[config.mk]
export PLATFORM = sky130hd
export DESIGN_NAME = irq_aggregator
export DESIGN_NICKNAME = d
export VERILOG_FILES = /design/src/rtl/irq_aggregator.sv
export SDC_FILE = /design/constraint.sdc
export NUM_CORES = 1
export LEC_CHECK = 0
export CAP_MARGIN = 10
export CORE_ASPECT_RATIO = 0.8
export CORE_MARGIN = 10
export CORE_UTILIZATION = 39
export CTS_CLUSTER_DIAMETER = 150
export CTS_CLUSTER_SIZE = 30
export DETAILED_ROUTE_END_ITERATION = 8
export DONT_BUFFER_PORTS = 1
export GPL_ROUTABILITY_DRIVEN = 0
export PLACE_DENSITY = 0.64
export SYNTH_ARGS = -nofsm -noshare
export SYNTH_HDL_FRONTEND = slang
export SYNTH_SLANG_ARGS = --single-unit
[constraint.sdc]
create_clock -name clk -period 3.7 [get_ports clk]
set_input_delay 0.74 -clock clk [delete_from_list [all_inputs] [get_ports clk]]
set_output_delay 0.74 -clock clk [all_outputs]
set_load 0.02 [all_outputs]
[src/rtl/irq_aggregator.sv]
module irq_aggregator #(
  parameter int N_SRC  = 12,
  parameter int ADDR_W = 8
) (
  input  logic              clk,
  input  logic              rst_n,
  input  logic [N_SRC-1:0]  evt_i,
  input  logic              bus_rd,
  input  logic              bus_wr,
  input  logic [ADDR_W-1:0] bus_addr,
  input  logic [N_SRC-1:0]  bus_wdata,
  output logic [N_SRC-1:0]  bus_rdata,
  output logic              irq_o
);
  localparam logic [N_SRC-1:0]  LEVEL_BITS = N_SRC'(12'h014);
  localparam logic [N_SRC-1:0]  LATCH_BITS = ~LEVEL_BITS;
  localparam int                N_CLR      = N_SRC - 2;
  localparam logic [ADDR_W-1:0] A_MSTAT    = ADDR_W'(8'h2C);
  localparam logic [ADDR_W-1:0] A_MASK     = ADDR_W'(8'h30);
  localparam logic [ADDR_W-1:0] A_RAW      = ADDR_W'(8'h34);
  localparam logic [ADDR_W-1:0] A_CLR_ALL  = ADDR_W'(8'h40);
  localparam int                A_CLR_BASE = 'h44;

  function automatic int src_of(input int k);
    return (k < 2) ? k : ((k == 2) ? 3 : k + 2);
  endfunction

  logic [N_SRC-1:0] evt_q, lat_q, mask_q, raw_w, rise_w, clr_sel;
  logic             clr_hit;

  assign rise_w = evt_i & ~evt_q;
  assign raw_w  = (lat_q & LATCH_BITS) | (evt_i & LEVEL_BITS);

  always_comb begin
    clr_sel = '0;
    clr_hit = 1'b0;
    if (bus_addr == A_CLR_ALL) begin
      clr_sel = LATCH_BITS;
      clr_hit = 1'b1;
    end
    for (int k = 0; k < N_CLR; k++) begin
      if (bus_addr == ADDR_W'(A_CLR_BASE + 4 * k)) begin
        clr_sel[src_of(k)] = 1'b1;
        clr_hit = 1'b1;
      end
    end
  end

  always_comb begin
    bus_rdata = '0;
    if (bus_rd) begin
      case (bus_addr)
        A_MSTAT: bus_rdata = raw_w & mask_q;
        A_MASK:  bus_rdata = mask_q;
        A_RAW:   bus_rdata = raw_w;
        default: bus_rdata = N_SRC'(clr_hit & |(lat_q & clr_sel));
      endcase
    end
  end

  always_ff @(posedge clk or negedge rst_n) begin
    if (!rst_n) begin
      evt_q  <= '0;
      lat_q  <= '0;
      mask_q <= '0;
      irq_o  <= 1'b0;
    end else begin
      evt_q <= evt_i;
      lat_q <= ((lat_q & ~(clr_sel & {N_SRC{bus_rd}})) | rise_w) & LATCH_BITS;
      if (bus_wr && bus_addr == A_MASK) mask_q <= bus_wdata;
      irq_o <= |(raw_w & mask_q);
    end
  end
endmodule


==> key figures <==
Setup path
  • Crit Path Max Fanout: 12
  • Class of the most critical setup path: input port to output pin
  • CP required: 2.96 ns
  • Most frequent cell on the critical path: sky130_fd_sc_hd__or3_4
  • Critical Path Source Type: input port
  • Kind of cell adding the most delay to the critical path: simple AND/OR/NAND/NOR gates
  • Critical-path cell list: or3_4 -> or3_4 -> nor3_4 -> a22oi_1 -> nor2b_1 -> buf_4
  • Buffers and inverters on the worst path: 1
  • Maximum single-stage delay on the critical path: 0.43 ns
  • Slack of the worst reg-to-reg path: 2.53 ns
  • Kind of capture point of the worst setup path: output pin
  • Signal arrival time at the worst endpoint: approximately 2.5 ns
  • Crit-path slowest cell: sky130_fd_sc_hd__nor3_4

Die
  • Chip Width: 96.9 um
  • Initial core utilization: 0.404
  • Height of the die: 81.5 um
  • Die outline area: 7900 um2
  • Core outline area: ~4600 um2
  • Number of placement rows: 22
  • Num ports: 49

Route
  • DRT Wirelength: between 4000 and 5000 um
  • Wirelength per Cell: 18.4 um
  • Initial DRC count: 102
  • Number of iterations in the first detailed-routing pass: 4
  • Number of nets with antenna violations after detailed routing: 0
  • Top layer used by detailed routing: met4
  • Met3 wirelength from detailed routing: 417 um
  • Vias per cell: 5.65
  • Post-Route M1 WL: 2100 um
  • Met2 WL post-DR: 2040 um
  • Total number of vias: 1419
  • DRC violation count after routing: 0

Clocking
  • TritonCTS clock tree: built
  • Cell chosen for the clock root: sky130_fd_sc_hd__clkbuf_8
  • Clock buffer count from CTS: 5
  • Number of buffers on the longest clock path: 2
  • Count of H-tree levels built during CTS: 2
  • Total setup buffers inserted after CTS: 0
  • CTS Sinks: 33
  • Count of cells resized by post-cts repair: 0
  • Clock transition at the registers of the reported paths: about 0.070 ns
  • CTS hold repair buffers: 0
  • Latest clock arrival within the worst-skew pair: 0.29 ns

Logic synthesis
  • Post-Syn Instances: 180
  • Most used flip-flop cell after synthesis: sky130_fd_sc_hd__dfrtp_1
  • Synthesized net count: about 220
  • Flops & latches, synth: 33
  • Share of synthesized cell area in full adder, half adder and majority cells: 0
  • Unique masters post-synth: 37
  • Yosys warns: 0
  • Simple logic cell fraction of the synthesized area: 0.140
  • Compound-gate portion of the synthesized area: 0.230
  • Post-synthesis instance area: 1850 um2
  • Multiplexer share of the synthesized area: 0.111
  • Count of flip-flops with a built-in enable after synthesis: 0
  • Xor-xnor portion of the synthesized cell area: 0.0190
  • Cell types occupying the most area after synthesis: sky130_fd_sc_hd__dfrtp_1, sky130_fd_sc_hd__mux2_4, sky130_fd_sc_hd__o21ai_0
  • Cell with the most instances after synthesis: sky130_fd_sc_hd__dfrtp_1
  • Top cells by instance count after synthesis: sky130_fd_sc_hd__dfrtp_1, sky130_fd_sc_hd__o21ai_0, sky130_fd_sc_hd__inv_1
  • Synth area leader: sky130_fd_sc_hd__dfrtp_1
  • Yosys top cell area share: 0.447
  • Share of synthesized flip-flops with an asynchronous set or reset: 1.00
  • Synthesized area per cell: ~10 um2
  • Sequential-to-total area share from yosys stat: 0.447
  • Main combinational cell family by area after synthesis: compound AO/OA/AOI/OAI gates

Power
  • Maximum vdd drop: 0.316 mV
  • Leakage power: 0.976 nW
  • Internal power: 0.608 mW
  • Share of total power in the clock network: 0.434
  • Pwr/cell area: around 370 nW/um2
  • Power after layout: 0.780 mW
  • Psw: 0.173 mW
  • Part of the total power dissipated in sequential elements: 0.506
  • Switching Share: 0.221
  • Gate power share: 0.061

Layout
  • Diodes inserted: 0
  • Net total in the final layout: 226
  • Ratio of cells with drive above 1 in the final layout: 0.204
  • Area growth, synth to finish: 12.9%
  • Post-Layout Cell Count: 251

GRT
  • Vias in the first global route: 1368
  • Antenna violations before repair: 0
  • Maximum number of pins on one net before global-route repair: 34
  • Overall global routing resource usage: 0.117
  • Overflow left after global routing: 0
  • Global-route wire length before repair: 7400 um

Timing
  • Setup clock skew after layout: 0.00739 ns
  • Relative max-transition margin: 0.645
  • Setup repair after global routing missed its margin: false
  • Transition at the pin with the smallest max-transition slack: ~0.53 ns
  • Timing-limited maximum frequency: 309 MHz
  • Total of endpoints with negative setup slack in the final report: 0
  • Period utilisation layout: 0.875
  • Final-report max-slew violation count: 0
  • Hold Slack: ~0.14 ns
  • Hold Fails Final Rpt: 0
  • Clock period minus worst slack: ~3.2 ns
  • Setup TNS after final layout: 0 ns

Placement
  • HPWL Detailed: 3540 um
  • Port Buf Inserts: 0
  • Inst Count DP: 243

Run
  • Count of maximum capacitance violations: 0

Hold path
  • Hold/Removal Path Class: input port to asynchronous set/reset pin

Outcome
  • Run status: complete, no violations
==> state kept, by name (all words and copies together), names as in the netlist <==
name and flops:
evt_q 10, irq_o 1, lat_q 10, mask_q 12
==> final timing paths <==
| check | start | to | cells after the start |
|---|---|---|---|
| min reg2reg | evt_q[6] | lat_q[6] | 1 |
| min | rst_n | mask_q[2] | 0 |
| min in group clk | evt_q[6] | lat_q[6] | 1 |
| max in group asynchronous | rst_n | evt_q[6] | 0 |
| max | bus_addr[7] | bus_rdata[9] | 6 |
| max reg2reg | mask_q[0] | irq_o | 3 |
==> layout make-up <==
type                            instances  area [um2]
Tap cell                               60        75.1
Sequential cell                        33         826
Clock inverter                          3        46.3
Fill cell                             473        2480
Clock buffer                            5        68.8
Inverter                               13        48.8
Multi-Input combinational cell        124         922
Timing Repair Buffer                   13        97.6
==> power by group through the flow <==
stage               Sequential [mW]  Combinational (mW)  Clock, mW
floorplan                     0.397              0.0488          0
global placement              0.401              0.0466          0
detailed placement            0.401              0.0474          0
CTS                           0.395              0.0475      0.351
global route                  0.397              0.0527      0.368
finish                        0.395              0.0474      0.338
==> layer usage <==
layer | up-vias | GRT usage
met3 | 7 | 0.0554
li1 | 675 | -
met4 | 0 | 0.0412
met5 | - | 0
met2 | 57 | 0.171
met1 | 680 | 0.149
==> logic make-up after synthesis <==
| logic type | Yosys count |
|---|---|
| simple gates | 42 |
| flops | 33 |
| xor+xnor | 4 |
| buf+inv | 23 |
| mux | 15 |
| compound gates | 63 |
==> metrics by stage <==
step | setup slack, ns | util | area [um2]
after floorplan | 0.681 | - | 1850
after global placement | 0.554 | 0.431 | 1970
after detailed placement | 0.518 | 0.431 | 1970
after CTS | 0.501 | 0.456 | 2080
after global routing | 0.377 | 0.456 | 2080
final | 0.462 | 0.456 | 2080
==> placed cells by master, fill, tap and decap left out, types with 4 or more instances in the layout <==
master,synthesis,layout
sky130_fd_sc_hd__dfrtp_1,33,33
sky130_fd_sc_hd__o21ai_0,19,19
sky130_fd_sc_hd__inv_1,13,13
sky130_fd_sc_hd__buf_4,0,13
sky130_fd_sc_hd__nor2b_1,12,12
sky130_fd_sc_hd__a21o_1,10,10
sky130_fd_sc_hd__a22oi_1,10,10
sky130_fd_sc_hd__mux2_4,10,10
sky130_fd_sc_hd__a21oi_1,5,5
sky130_fd_sc_hd__nor2_1,5,5
sky130_fd_sc_hd__clkbuf_8,0,5
sky130_fd_sc_hd__nand2b_1,4,4
sky130_fd_sc_hd__xor2_1,4,4
==> worst reg2reg max path, delay by kind of cell (launching register included) <==
| kind | cells | cell delay (ns) |
|---|---|---|
| AO/OA/AOI/OAI | 2 | 0.49 |
| flip-flops | 1 | 0.43 |
| AND/OR/NAND/NOR | 1 | 0.12 |
(Power assumes the default switching activity.)
